--- src/rtl/xdp_pkg.sv ---
package xdp_pkg;

  typedef enum logic [1:0] {
    OP_ADDR = 2'd0,
    OP_SEND = 2'd1,
    OP_RECV = 2'd2,
    OP_NONE = 2'd3
  } xdp_op_e;

  typedef enum logic [1:0] {
    SRC_BYTE = 2'd0,
    SRC_POOL = 2'd1,
    SRC_DMA  = 2'd2
  } xdp_src_e;

  typedef enum logic [2:0] {
    S_IDLE, S_LOAD, S_MRD, S_SEND, S_RECV, S_MWR, S_DONE
  } xdp_state_e;

  localparam int MF_TXPOOL = 0;
  localparam int MF_RXPOOL = 1;
  localparam int MF_TXDMA  = 2;
  localparam int MF_RXDMA  = 3;

  localparam logic [1:0] SEL_POOL  = 2'd0;
  localparam logic [1:0] SEL_BYTE  = 2'd1;
  localparam logic [1:0] SEL_DADDR = 2'd2;
  localparam logic [1:0] SEL_DLEN  = 2'd3;

  function automatic xdp_src_e pick_src(logic [3:0] flags, logic is_rx);
    if (is_rx) begin
      if (flags[MF_RXPOOL]) return SRC_POOL;
      if (flags[MF_RXDMA])  return SRC_DMA;
    end else begin
      if (flags[MF_TXPOOL]) return SRC_POOL;
      if (flags[MF_TXDMA])  return SRC_DMA;
    end
    return SRC_BYTE;
  endfunction

  function automatic int unsigned slot_clamp(int unsigned ofs, int unsigned idx,
                                             int unsigned depth);
    return (ofs + idx >= depth) ? depth - 1 : ofs + idx;
  endfunction

  function automatic logic [8:0] field_total(logic [7:0] stored);
    return {1'b0, stored} + 9'd1;
  endfunction

  function automatic int unsigned flag_of(xdp_op_e op, xdp_src_e src);
    if (op == OP_RECV) return (src == SRC_POOL) ? MF_RXPOOL : MF_RXDMA;
    return (src == SRC_POOL) ? MF_TXPOOL : MF_TXDMA;
  endfunction

endpackage

--- src/rtl/xdp_regs.sv ---
module xdp_regs
  import xdp_pkg::*;
#(
  parameter int ADDR_W = 32,
  parameter int LEN_W  = 12
) (
  input  logic              clk,
  input  logic              rst_n,
  input  logic              sw_wr,
  input  logic [1:0]        sw_sel,
  input  logic [31:0]       sw_wdata,
  input  logic              cnt_wr,
  input  logic [7:0]        cnt_val,
  input  logic              rxb_wr,
  input  logic [7:0]        rxb_val,
  input  logic              dma_step,
  output logic [31:0]       pool_ctrl,
  output logic [15:0]       byte_buf,
  output logic [ADDR_W-1:0] dma_addr,
  output logic [LEN_W-1:0]  dma_len
);

  logic wr_pool, wr_byte, wr_daddr, wr_dlen;
  assign wr_pool  = sw_wr && (sw_sel == SEL_POOL);
  assign wr_byte  = sw_wr && (sw_sel == SEL_BYTE);
  assign wr_daddr = sw_wr && (sw_sel == SEL_DADDR);
  assign wr_dlen  = sw_wr && (sw_sel == SEL_DLEN);

  always_ff @(posedge clk or negedge rst_n) begin
    if (!rst_n) begin
      pool_ctrl <= '0;
      byte_buf  <= '0;
      dma_addr  <= '0;
      dma_len   <= '0;
    end else begin
      if (wr_pool) pool_ctrl[23:0]  <= sw_wdata[23:0];
      if (cnt_wr)  pool_ctrl[31:24] <= cnt_val;
      if (wr_byte)     byte_buf <= {8'h00, sw_wdata[7:0]};
      else if (rxb_wr) byte_buf <= {rxb_val, 8'h00};
      if (wr_daddr)      dma_addr <= {sw_wdata[ADDR_W-1:2], 2'b00};
      else if (dma_step) dma_addr <= dma_addr + 1'b1;
      if (wr_dlen)       dma_len <= sw_wdata[LEN_W-1:0];
      else if (dma_step) dma_len <= dma_len - 1'b1;
    end
  end

endmodule

--- src/rtl/xdp_pool.sv ---
module xdp_pool #(
  parameter int POOL_DEPTH = 32,
  localparam int PW = $clog2(POOL_DEPTH)
) (
  input  logic          clk,
  input  logic          rst_n,
  input  logic          sw_we,
  input  logic [PW-1:0] sw_waddr,
  input  logic [7:0]    sw_wdata,
  input  logic [PW-1:0] sw_raddr,
  output logic [7:0]    sw_rdata,
  input  logic          eng_we,
  input  logic [PW-1:0] eng_slot,
  input  logic [7:0]    eng_wdata,
  output logic [7:0]    eng_rdata
);

  logic [7:0] cells [POOL_DEPTH];

  always_ff @(posedge clk or negedge rst_n) begin
    if (!rst_n) begin
      for (int i = 0; i < POOL_DEPTH; i++) cells[i] <= '0;
    end else begin
      if (sw_we)  cells[sw_waddr] <= sw_wdata;
      if (eng_we) cells[eng_slot] <= eng_wdata;
    end
  end

  assign sw_rdata  = cells[sw_raddr];
  assign eng_rdata = cells[eng_slot];

endmodule

--- src/rtl/xdp_engine.sv ---
module xdp_engine
  import xdp_pkg::*;
#(
  parameter int POOL_DEPTH = 32,
  parameter int POOL_OFS   = 16,
  parameter int LEN_W      = 12,
  localparam int PW = $clog2(POOL_DEPTH)
) (
  input  logic             clk,
  input  logic             rst_n,
  input  logic             sram_en,
  input  logic             cmd_go,
  input  logic [1:0]       cmd_op,
  input  logic [3:0]       cmd_mode,
  output logic             cmd_rej,
  output logic             busy,
  output logic [3:0]       mode_en,
  output logic             done,
  output logic             done_nak,
  output logic             done_err,
  input  logic [7:0]       tx_cnt_f,
  input  logic [7:0]       rx_size_f,
  input  logic [7:0]       byte_tx,
  input  logic [LEN_W-1:0] dma_len,
  output logic [PW-1:0]    pool_slot,
  output logic             pool_we,
  output logic [7:0]       pool_wdata,
  input  logic [7:0]       pool_rdata,
  output logic             cnt_wr,
  output logic [7:0]       cnt_val,
  output logic             rxb_wr,
  output logic [7:0]       rxb_val,
  output logic             dma_step,
  output logic             out_valid,
  output logic [7:0]       out_data,
  input  logic             out_ack,
  input  logic             out_nak,
  output logic             in_req,
  input  logic             in_valid,
  input  logic [7:0]       in_data,
  output logic             mem_req,
  output logic             mem_we,
  output logic [7:0]       mem_wdata,
  input  logic [7:0]       mem_rdata,
  input  logic             mem_ready,
  input  logic             mem_err
);

  xdp_state_e st;
  xdp_op_e    op_q;
  xdp_src_e   src_q;
  logic [8:0] idx_q;
  logic [7:0] data_q;
  logic       skip_q, nak_q, err_q;

  xdp_op_e    go_op;
  xdp_src_e   go_src;
  logic       go_ok;
  logic [8:0] tx_total, rx_total, idx_nx, tx_first;
  logic       len_zero, len_one, beat_ok;

  assign go_op    = xdp_op_e'(cmd_op);
  assign go_src   = pick_src(cmd_mode, go_op == OP_RECV);
  assign cmd_rej  = cmd_go && (st == S_IDLE) && !sram_en && (|cmd_mode);
  assign go_ok    = cmd_go && (st == S_IDLE) && !cmd_rej;
  assign tx_total = field_total(tx_cnt_f);
  assign rx_total = field_total(rx_size_f);
  assign idx_nx   = idx_q + 9'd1;
  assign tx_first = skip_q ? 9'd1 : 9'd0;
  assign len_zero = (dma_len == '0);
  assign len_one  = (dma_len == LEN_W'(1));

  assign pool_slot  = PW'(slot_clamp(POOL_OFS, int'(idx_q), POOL_DEPTH));
  assign out_valid  = (st == S_SEND);
  assign out_data   = data_q;
  assign in_req     = (st == S_RECV);
  assign mem_req    = (st == S_MRD) || (st == S_MWR);
  assign mem_we     = (st == S_MWR);
  assign mem_wdata  = data_q;
  assign beat_ok    = mem_req && mem_ready && !mem_err;
  assign dma_step   = beat_ok;
  assign pool_we    = in_req && in_valid && (src_q == SRC_POOL);
  assign pool_wdata = in_data;
  assign cnt_wr     = pool_we && (idx_nx >= rx_total);
  assign cnt_val    = idx_nx[7:0];
  assign rxb_wr     = in_req && in_valid && (src_q == SRC_BYTE);
  assign rxb_val    = in_data;
  assign busy       = (st != S_IDLE);
  assign done       = (st == S_DONE);
  assign done_nak   = done && nak_q;
  assign done_err   = done && err_q;

  always_ff @(posedge clk or negedge rst_n) begin
    if (!rst_n) begin
      st      <= S_IDLE;
      op_q    <= OP_NONE;
      src_q   <= SRC_BYTE;
      idx_q   <= '0;
      data_q  <= '0;
      skip_q  <= 1'b0;
      nak_q   <= 1'b0;
      err_q   <= 1'b0;
      mode_en <= '0;
    end else begin
      case (st)
        S_IDLE: if (go_ok) begin
          mode_en <= cmd_mode;
          op_q    <= go_op;
          src_q   <= go_src;
          nak_q   <= 1'b0;
          err_q   <= 1'b0;
          idx_q   <= '0;
          data_q  <= byte_tx;
          skip_q  <= (go_op == OP_ADDR) && (go_src == SRC_POOL);
          case (go_op)
            OP_ADDR: case (go_src)
              SRC_POOL: st <= S_LOAD;
              SRC_DMA:  st <= len_zero ? S_DONE : S_MRD;
              default:  st <= S_SEND;
            endcase
            OP_SEND: begin
              idx_q <= tx_first;
              case (go_src)
                SRC_POOL: st <= (tx_first >= tx_total) ? S_DONE : S_LOAD;
                SRC_DMA:  st <= len_zero ? S_DONE : S_MRD;
                default:  st <= S_SEND;
              endcase
            end
            OP_RECV:
              st <= (go_src == SRC_DMA && len_zero) ? S_DONE : S_RECV;
            default: st <= S_DONE;
          endcase
        end
        S_LOAD: begin
          data_q <= pool_rdata;
          st     <= S_SEND;
        end
        S_MRD: if (mem_ready) begin
          if (mem_err) begin
            err_q <= 1'b1;
            st    <= S_DONE;
          end else begin
            data_q <= mem_rdata;
            st     <= S_SEND;
          end
        end
        S_SEND: if (out_ack) begin
          if (out_nak) begin
            nak_q <= 1'b1;
            st    <= S_DONE;
          end else if (op_q == OP_ADDR) begin
            st <= S_DONE;
          end else begin
            case (src_q)
              SRC_POOL: begin
                idx_q <= idx_nx;
                st    <= (idx_nx >= tx_total) ? S_DONE : S_LOAD;
              end
              SRC_DMA: st <= len_zero ? S_DONE : S_MRD;
              default: st <= S_DONE;
            endcase
          end
        end
        S_RECV: if (in_valid) begin
          case (src_q)
            SRC_POOL: begin
              idx_q <= idx_nx;
              if (idx_nx >= rx_total) st <= S_DONE;
            end
            SRC_DMA: begin
              data_q <= in_data;
              st     <= S_MWR;
            end
            default: st <= S_DONE;
          endcase
        end
        S_MWR: if (mem_ready) begin
          if (mem_err) begin
            err_q <= 1'b1;
            st    <= S_DONE;
          end else begin
            st <= len_one ? S_DONE : S_RECV;
          end
        end
        S_DONE: begin
          if ((op_q == OP_SEND || op_q == OP_RECV || err_q) && src_q != SRC_BYTE)
            mode_en[flag_of(op_q, src_q)] <= 1'b0;
          st <= S_IDLE;
        end
        default: st <= S_IDLE;
      endcase
    end
  end

endmodule

--- src/rtl/xfer_datapath.sv ---
module xfer_datapath
  import xdp_pkg::*;
#(
  parameter int POOL_DEPTH = 32,
  parameter int POOL_OFS   = 16,
  parameter int ADDR_W     = 32,
  parameter int LEN_W      = 12
) (
  input  logic                          clk,
  input  logic                          rst_n,
  input  logic                          sram_en,
  input  logic                          reg_wr,
  input  logic [1:0]                    reg_sel,
  input  logic [31:0]                   reg_wdata,
  output logic [31:0]                   pool_ctrl,
  output logic [15:0]                   byte_buf,
  output logic [ADDR_W-1:0]             dma_addr,
  output logic [LEN_W-1:0]              dma_len,
  input  logic                          pool_we,
  input  logic [$clog2(POOL_DEPTH)-1:0] pool_waddr,
  input  logic [7:0]                    pool_wdata,
  input  logic [$clog2(POOL_DEPTH)-1:0] pool_raddr,
  output logic [7:0]                    pool_rdata,
  input  logic                          cmd_go,
  input  logic [1:0]                    cmd_op,
  input  logic [3:0]                    cmd_mode,
  output logic                          cmd_rej,
  output logic                          busy,
  output logic [3:0]                    mode_en,
  output logic                          done,
  output logic                          done_nak,
  output logic                          done_err,
  output logic                          out_valid,
  output logic [7:0]                    out_data,
  input  logic                          out_ack,
  input  logic                          out_nak,
  output logic                          in_req,
  input  logic                          in_valid,
  input  logic [7:0]                    in_data,
  output logic                          mem_req,
  output logic                          mem_we,
  output logic [ADDR_W-1:0]             mem_addr,
  output logic [7:0]                    mem_wdata,
  input  logic [7:0]                    mem_rdata,
  input  logic                          mem_ready,
  input  logic                          mem_err
);

  localparam int PW = $clog2(POOL_DEPTH);

  logic [PW-1:0] eng_slot;
  logic          eng_we;
  logic [7:0]    eng_wdata, eng_rdata;
  logic          cnt_wr, rxb_wr, dma_step;
  logic [7:0]    cnt_val, rxb_val;

  assign mem_addr = dma_addr;

  xdp_regs #(.ADDR_W(ADDR_W), .LEN_W(LEN_W)) u_regs (
    .clk(clk), .rst_n(rst_n),
    .sw_wr(reg_wr), .sw_sel(reg_sel), .sw_wdata(reg_wdata),
    .cnt_wr(cnt_wr), .cnt_val(cnt_val),
    .rxb_wr(rxb_wr), .rxb_val(rxb_val),
    .dma_step(dma_step),
    .pool_ctrl(pool_ctrl), .byte_buf(byte_buf),
    .dma_addr(dma_addr), .dma_len(dma_len)
  );

  xdp_pool #(.POOL_DEPTH(POOL_DEPTH)) u_pool (
    .clk(clk), .rst_n(rst_n),
    .sw_we(pool_we), .sw_waddr(pool_waddr), .sw_wdata(pool_wdata),
    .sw_raddr(pool_raddr), .sw_rdata(pool_rdata),
    .eng_we(eng_we), .eng_slot(eng_slot), .eng_wdata(eng_wdata),
    .eng_rdata(eng_rdata)
  );

  xdp_engine #(.POOL_DEPTH(POOL_DEPTH), .POOL_OFS(POOL_OFS), .LEN_W(LEN_W)) u_eng (
    .clk(clk), .rst_n(rst_n), .sram_en(sram_en),
    .cmd_go(cmd_go), .cmd_op(cmd_op), .cmd_mode(cmd_mode),
    .cmd_rej(cmd_rej), .busy(busy), .mode_en(mode_en),
    .done(done), .done_nak(done_nak), .done_err(done_err),
    .tx_cnt_f(pool_ctrl[15:8]), .rx_size_f(pool_ctrl[23:16]),
    .byte_tx(byte_buf[7:0]), .dma_len(dma_len),
    .pool_slot(eng_slot), .pool_we(eng_we), .pool_wdata(eng_wdata),
    .pool_rdata(eng_rdata),
    .cnt_wr(cnt_wr), .cnt_val(cnt_val),
    .rxb_wr(rxb_wr), .rxb_val(rxb_val), .dma_step(dma_step),
    .out_valid(out_valid), .out_data(out_data), .out_ack(out_ack), .out_nak(out_nak),
    .in_req(in_req), .in_valid(in_valid), .in_data(in_data),
    .mem_req(mem_req), .mem_we(mem_we), .mem_wdata(mem_wdata),
    .mem_rdata(mem_rdata), .mem_ready(mem_ready), .mem_err(mem_err)
  );

endmodule

--- config.mk ---
export PLATFORM = sky130hd
export DESIGN_NAME = xfer_datapath
export DESIGN_NICKNAME = d
export VERILOG_FILES = /design/src/rtl/xdp_pkg.sv /design/src/rtl/xdp_regs.sv /design/src/rtl/xdp_pool.sv /design/src/rtl/xdp_engine.sv /design/src/rtl/xfer_datapath.sv
export SDC_FILE = /design/constraint.sdc
export NUM_CORES = 1
export LEC_CHECK = 0
export BUFFER_PORTS_ARGS = -buffer_cell sky130_fd_sc_hd__buf_2
export CAP_MARGIN = 20
export CELL_PAD_IN_SITES_DETAIL_PLACEMENT = 0
export CELL_PAD_IN_SITES_GLOBAL_PLACEMENT = 1
export CORE_MARGIN = 2
export CORE_UTILIZATION = 51
export CTS_CLUSTER_DIAMETER = 120
export DETAILED_ROUTE_END_ITERATION = 8
export HOLD_SLACK_MARGIN = 0.05
export PLACE_DENSITY_LB_ADDON = 0.05
export SLEW_MARGIN = 20
export SYNTH_ARGS = -nofsm -noshare
export SYNTH_HDL_FRONTEND = slang
export SYNTH_HIERARCHICAL = 1
export SYNTH_SLANG_ARGS = --single-unit
export TNS_END_PERCENT = 20
--- constraint.sdc ---
create_clock -name clk -period 5.4 [get_ports clk]
set_clock_uncertainty 0.2 [all_clocks]
set_input_delay 1.35 -clock clk [delete_from_list [all_inputs] [get_ports clk]]
set_output_delay 1.35 -clock clk [all_outputs]
set_load 0.01 [all_outputs]
# [Word level (Yosys, flattened, before mapping)]
# Index checks and enable logic that the tools add are counted.
[totals] reg_bits=379 in_bits=85 out_inout_bits=161 wordCells=248
[classes] add_sub_neg=6 n_lt_le_gt_ge=11 eq_ne=32 mux=95 n_bitwise=5 n_reduce_logical=53
[op_table] operator="256-bit bitwise mux" n=2
[op_table] operator="256-bit two-way mux" n=2
[op_table] operator="32-bit two-way mux" n=6
[op_table] operator="8-bit two-way mux" n=11
[op_table] operator="8-bit binary-select mux with 5-bit select" n=2
[op_table] operator="8-bit demux with 5-bit select" n=2
[op_table] operator="9-bit two-way mux" n=7
[op_table] operator="3-bit two-way mux" n=13
[op_table] operator="32-bit by 1-bit adder with 32-bit output (second input constant)" n=1
[op_table] operator="32-bit by 1-bit greater-or-equal comparator with 1-bit output (second input constant)" n=1
[op_table] operator="32-bit by 3-bit less-than comparator with 1-bit output (second input constant)" n=1
[op_table] operator="16-bit two-way mux" n=2
[op_table] operator="8-bit case mux with 4 select lines" n=1
[op_table] operator="9-bit greater-or-equal comparator" n=3
[op_table] operator="9-bit case mux with 3 select lines" n=1
[op_table] operator="12-bit two-way mux" n=2
[op_table] operator="2-bit two-way mux" n=12
[op_table] operator="3-bit case mux with 2 select lines" n=4
[op_table] operator="1-bit logical AND" n=22
[op_table] operator="1-bit two-way mux" n=19
[op_table] operator="8-bit by 1-bit adder with 9-bit output (second input constant)" n=2
[op_table] operator="6-bit greater-or-equal comparator (second input constant)" n=3
[op_table] operator="5-bit NOT with 6-bit output" n=3
[op_table] operator="3-bit case mux with 6 select lines" n=1
[op_table] operator="other kinds (36)" n=79

# [Longest topological paths before layout]
# Gate-level depths: netlist of run 1.
[depth] ltp_word=17 mapped_depth=15 depth_no_buf=12

# [By module]
# Netlist of run 1, hierarchy kept.
[by_module_without_submodules] module="xdp_pool" instances=1 cells_per_inst=1447 area_each_um2=15967.8 seq_area_each_um2=6406.1
[by_module_without_submodules] module="xdp_regs" instances=1 cells_per_inst=398 area_each_um2=4334.2 seq_area_each_um2=2302.2
[by_module_without_submodules] module="xdp_engine" instances=1 cells_per_inst=414 area_each_um2=3308.2 seq_area_each_um2=778.2
[by_module_without_submodules] module="xfer_datapath" instances=1 cells_per_inst=32 area_each_um2=240.2 seq_area_each_um2=0.0

# [Least setup slack after synthesis of run 1]
# OpenSTA, ideal clock, no wires.
[synth_path] path_kind="input -> output" start="input port pool_raddr[2]" end="output port pool_rdata[0]" t_arrival_ps=3093 required_ps=3850 setup_slack_ps=757 path_stages=5 path_buffers=2 cell_sequence="clkbuf_1 > buf_1 > mux4_2 > mux4_2 > mux2_2"
[synth_between] elab_chain_cells=4
[synth_rtl] element="start, declared" line="xfer_datapath.sv:22" text="input logic [$clog2(POOL_DEPTH)-1:0] pool_raddr,"
[synth_rtl] element="5-bit NOT with 6-bit output (implied by the code)" line="xdp_pool.sv:29" text="assign sw_rdata = cells[sw_raddr];"
[synth_rtl] element="8-bit binary-select mux with 5-bit select" line="xdp_pool.sv:29"
[synth_rtl] element="8-bit two-way mux (implied by the code) (2 in series)" line="xdp_pool.sv:29"
[synth_rtl] element="end, declared" line="xfer_datapath.sv:23" text="output logic [7:0] pool_rdata,"
# Every way passes these cells. The select of a mux whose other input is x is not followed.

# [Final worst setup path of run 1]
[layout_path] start="input port pool_raddr[1]" end="output port pool_rdata[0]"
# Same word-level chain as after synthesis.

==> results of run 1 <==
final cells by class:
type	count	area, sq um	share of cell area
multi-input cells	1658	13100	0.494
inverters	28	105	0.00395
clock inverters	19	282	0.0106
well taps	607	759	0.0285
clock buffers	63	1260	0.0474
diodes	1	2.50	0.0000940
repair buffers	279	1590	0.0597
flip-flops and latches	379	9490	0.356
power by group:
| group | switching [mW] | leakage, nW | internal (mW) |
|---|---|---|---|
| clock network | 1.29 | 0.761 | 1.93 |
| registers | 0.902 | 4.81 | 3.51 |
| logic | 1.97 | 6.33 | 1.73 |
| total | 4.16 | 11.9 | 7.17 |
flip-flops by register name, indices dropped and copies added, names as in the netlist, 4 cells and up:
register          count
u_eng/idx_q           9
u_regs/dma_len       12
u_regs/byte_buf      16
u_eng/mode_en         4
u_eng/mem_wdata       8
u_pool/cells        256
u_regs/pool_ctrl     32
u_regs/dma_addr      32
synthesized netlist by cell type, drive strengths merged (4+ instances only):
master    n  area share
a21o      4      0.0013
a21oi   207       0.043
a221oi    9      0.0033
a22o      4      0.0015
a22oi    41       0.013
a31oi     6      0.0022
and3     18      0.0048
and3b     9      0.0033
and4     12      0.0046
buf     107       0.030
clkbuf  119       0.019
dfrtp   377        0.40
ha       34       0.018
inv      28      0.0044
mux2     40       0.019
mux2i   267        0.11
mux4    144        0.14
nand2   221       0.035
nand2b   17      0.0045
nand3    28      0.0061
nand3b    8      0.0025
nand4    22      0.0064
nor2    264       0.044
nor2b    10      0.0029
nor3     19      0.0050
nor3b    12      0.0042
nor4     10      0.0050
nor4b     4      0.0023
o211ai    4      0.0015
o21ai   144       0.030
xnor2    35       0.013
xor2     25      0.0092
logic make-up after synthesis:
kind of cell               synth area share
AOI/OAI and AO/OA                     0.105
and+or+nand+nor                       0.137
DFF                                   0.398
muxes                                 0.267
buffers and inverters                0.0531
xor gates and xnor gates             0.0220
adders and majority gates            0.0178
how the worst max path moves through the flow:
stage	startpoint	depth (start not counted)	end
global route	pool_raddr[1]	6	pool_rdata[5]
detailed placement	pool_raddr[1]	6	pool_rdata[5]
global placement	pool_raddr[1]	6	pool_rdata[0]
floorplan	pool_raddr[2]	5	pool_rdata[0]
CTS	pool_raddr[1]	6	pool_rdata[0]
finish	pool_raddr[1]	6	pool_rdata[0]
per-layer routing:
layer / vias up / routed length (um) / global-route usage
li1: 8473 / - / -
met1: 9732 / 34100 / 0.481
met2: 1074 / 38500 / 0.541
met3: 178 / 8420 / 0.0801
met4: 6 / 3250 / 0.118
met5: - / 34 / 0
metrics by stage:
| step | cell area (sq um) | power [mW] | setup slack [ns] |
|---|---|---|---|
| 3_3_place_gp | 25100 | 8.01 | 0.454 |
| 3_5_place_dp | 25100 | 8.08 | 0.413 |
| 4_1_cts | 26600 | 11.3 | 0.414 |
| 5_1_grt | 26600 | 11.8 | 0.326 |
| 6_report | 26600 | 11.3 | 0.419 |
| 2_1_floorplan | 23900 | 6.45 | 0.757 |
==> impl_metrics.ini, run 1 <==
[detailed_routing]
drc = 0
wire_per_inst_um = 27.8
drtIter0Drc = 2380
dr.pass1.iters = 5
dr_total_vias = 19463
vias_per_cell = 6.41
finalWirelength_mm = 84.3
ant_nets = 0

[clocking]
htree_levels = 2
cts_hold_buf = 0
cts_root_buf = clkbuf_16
cts_buffers = 44
postCtsSetupRepairBufs = 0
clk_latency_ns = 0.59
cts.sinks = 379
clk_pin_slew_ns = 0.06
cts_tree = built
clockBufferDepth = 3
ctsResizeCount = 0

[sta]
hold_violations = 0
fin_tns_setup_ns = 0
max_slew_margin = 0.249
fmax_mhz = 201
worst_pin_slew_ns = 1.13
hold_slack_ns = 0.304
maxSlewViolCount = 0
rsz0062_at_grt = false
min_period_ns = 4.98
final-setup-viol-count = 0
fin_crit_sh = 0.922

[synth]
ys_warn_count = 6
synth-edff-count = 0
synth_ff_type = dfrtp_1
synthCells = 2291
synth_seq_area_share = 0.398
ys_ff_latch = 379
async_flop_share = 1.00
synth.distinct_cells = 82
netlist_area_sq_um = 23900
syn-num-nets = 2410
avgSynthCellArea_sq_um = 10.4

[critical_path]
setup.worst_path.class = in2out
cp-start-kind = input port
worstPathRequired_ns = 3.85
crit_buf_inv = 3
crit_chain = buf_4 -> buf_4 -> mux4_2 -> mux4_2 -> mux2_2 -> buf_2
crit_fanout = 17
r2r_cells = 13
r2r_start = u_eng/idx_q[0]
arrival_ns = 3.43
worstSetupEndpointType = output port
rr_endpoint = u_eng/mem_wdata[3]
cp_slowest_cell = mux4_2
crit_path_max_incr_delay_ns = 0.53
critPathTopFamily = multiplexers
reg2reg_slack_ns = 1.04

[status]
outcome = completed

[die]
coreArea_sq_um = 46400
die_area_sq_um = 48500
chipWidth_um = 220
row_count = 79
die_h_um = 220
initial_core_util = 0.514
pin_count = 246

[grt]
grt_pass1_vias = 17967
overflow = 0
grt_pass1_wl_mm = 123
grt_max_degree = 102
grt_use_total = 0.348
antenna_found_initial = 4

[layout]
final_nets = 2509
final_cell_mix = dfrtp_1 (377), mux2i_1 (267), nor2_1 (244)
syn_to_final_growth_pct = 11.7
final_util = 0.575
final_common_cell = dfrtp_1
drive_gt1_frac = 0.246
stdcell_count = 3034
fillers = 3971

[hold_path]
min_delay_path_depth = 1
holdPathEnd = u_eng/mode_en[2]
min_path_type = reg2reg
hp-start = u_eng/mode_en[2]

[power_and_ir_drop]
irDropWorstVdd_mv = 0.292
p_leak_nw = 11.9
p_per_area_nw_per_um2 = 425

[placement]
io_buffers = 245
globalplace.congestion = 1.02
hpwl_mm = 59.2
dp_cells = 2950

[flow_run]
max-cap-violations = 0
No activity file was read; power rests on OpenSTA's default activity.
==> run 2: changes to the inputs <==
==> constraint.sdc (replaced) <==
create_clock -name clk -period 5.4 [get_ports clk]
set_clock_uncertainty 0.2 [all_clocks]
set_input_delay 0.81 -clock clk [delete_from_list [all_inputs] [get_ports clk]]
set_output_delay 0.81 -clock clk [all_outputs]
set_load 0.01 [all_outputs]
==> run 2 against run 1 <==
  * Cell count decreased by 0.20%
  * Worst setup slack improved by 0.68 ns
  * Critical endpoint is now pool_rdata[3]
  * Wire length up 0.33%
  * Count of clock-buffer cells in the layout grew 1
  * Power down 0.76%
  * Design area is 0.41% lower
  * Global-route usage grew 0.12 points
  * Register-to-register slack improved by 0.07 ns
  * Critical path depth did not move
  * Die area unchanged
  * Sequential cell count unchanged
==> impl_metrics.ini, run 2 (synthesized netlist as in run 1, its figures left out) <==
[clocking]
postCtsSetupRepairBufs = 0
ctsResizeCount = 0
cts_buffers = 45
cts.sinks = 379
cts_root_buf = clkbuf_16
htree_levels = 2
clockBufferDepth = 3
cts_tree = built
clk_latency_ns = 0.59
clk_pin_slew_ns = 0.06
cts_hold_buf = 0

[detailed_routing]
finalWirelength_mm = 84.6
vias_per_cell = 6.39
dr.pass1.iters = 6
ant_nets = 0
wire_per_inst_um = 27.9
drc = 0
dr_total_vias = 19346
drtIter0Drc = 2091

[status]
outcome = completed

[die]
initial_core_util = 0.514
row_count = 79
chipWidth_um = 220
die_h_um = 220
die_area_sq_um = 48500
coreArea_sq_um = 46400
pin_count = 246

[grt]
grt_pass1_wl_mm = 123
grt_use_total = 0.349
grt_max_degree = 100
antenna_found_initial = 4
grt_pass1_vias = 18436
overflow = 0

[sta]
hold_violations = 0
worst_pin_slew_ns = 1.06
maxSlewViolCount = 0
final-setup-viol-count = 0
rsz0062_at_grt = false
fin_tns_setup_ns = 0
min_period_ns = 4.30
max_slew_margin = 0.290
fmax_mhz = 232
fin_crit_sh = 0.797

[power_and_ir_drop]
irDropWorstVdd_mv = 0.292
p_per_area_nw_per_um2 = 424
total_power_mw = 11.2
p_leak_nw = 11.8

[critical_path]
startpoint = pool_raddr[2]
arrival_ns = 3.29
cp-start-kind = input port
crit_fanout = 37
setup.worst_path.class = in2out
worstSetupEndpointType = output port
worstPathRequired_ns = 4.39
r2r_start = u_eng/idx_q[4]

[layout]
regMostFlops = u_pool/cells
final_cell_mix = dfrtp_1 (377), mux2i_1 (267), nor2_1 (244)
drive_gt1_frac = 0.245
fillers = 4072
stdcell_count = 3028
top_regs = u_pool/cells (256), u_regs/dma_addr (32), u_regs/pool_ctrl (32)
final_common_cell = dfrtp_1
syn_to_final_growth_pct = 11.2
largest_reg_flops = 256
final_nets = 2504

[placement]
globalplace.congestion = 0.936
dp_cells = 2945
hpwl_mm = 59.4
io_buffers = 245

[flow_run]
max-cap-violations = 0

[hold_path]
min_path_type = in2async
[run 2: cell count changes in the layout (fill, tap and decap cells not counted), moves of 2 or more]
| cell | change |
|---|---|
| buf_12 | -3 |
| diode_2 | +2 |
| clkbuf_1 | -2 |
| bufinv_16 | -2 |
| clkbuf_16 | +3 |
| buf_4 | -2 |
[run 2: final timing paths]
check | end | slack (ns) | depth (start not counted)
setup / recovery | pool_rdata[3] | 1.10 | 6
hold / removal | u_eng/mode_en[1] | 0.04 | 1
setup reg to reg | u_eng/mem_wdata[1] | 1.11 | 12
hold reg to reg | u_eng/nak_q | 0.30 | 2
max in group asynchronous | u_regs/byte_buf[14] | 3.62 | 2
min in group clk | u_regs/dma_addr[26] | 0.24 | 3
[run 2: area by class of cell]
cell class,count,area (sq um),share of cell area
multi-input combinational,1658,13200,0.496
tap,607,759,0.0286
sequential,379,9490,0.358
timing repair buffer,273,1490,0.0560
clock inverter,16,190,0.00717
antenna,3,7.51,0.000283
inverter,28,105,0.00396
clock buffer,64,1330,0.0501
[run 2: power breakdown]
part	total [mW]	leakage (nW)	internal (mW)	switching, mW
Combinational	3.67	6.28	1.72	1.95
Sequential	4.42	4.81	3.51	0.907
Clock	3.15	0.754	1.90	1.25
[run 2: stage by stage]
step                cell area (sq um)  utilization  worst slack [ns]  hold slack (ns)
finish                          26500        0.572              1.10           0.0371
global route                    26500        0.572             0.762           0.0953
floorplan                       23900            -              1.84            0.254
CTS                             26500        0.572              1.15           0.0745
global placement                25000        0.539              1.17            0.271
detailed placement              25000        0.539              1.16            0.284
[run 2: critical path: stages]
cell and delay [ns]:
buf_2 0.68, buf_4 0.40, mux4_2 0.38, mux4_2 0.51
mux2_2 0.32, buf_2 0.15
[run 2: layer usage]
layer,vias to the layer above,GRT usage,share of wire,wire length [um]
met5,-,0,0.00028,24
met4,4,0.177,0.053,4470
met3,215,0.0588,0.085,7150
met2,994,0.573,0.48,40600
met1,9680,0.447,0.38,32300
li1,8453,-,-,-
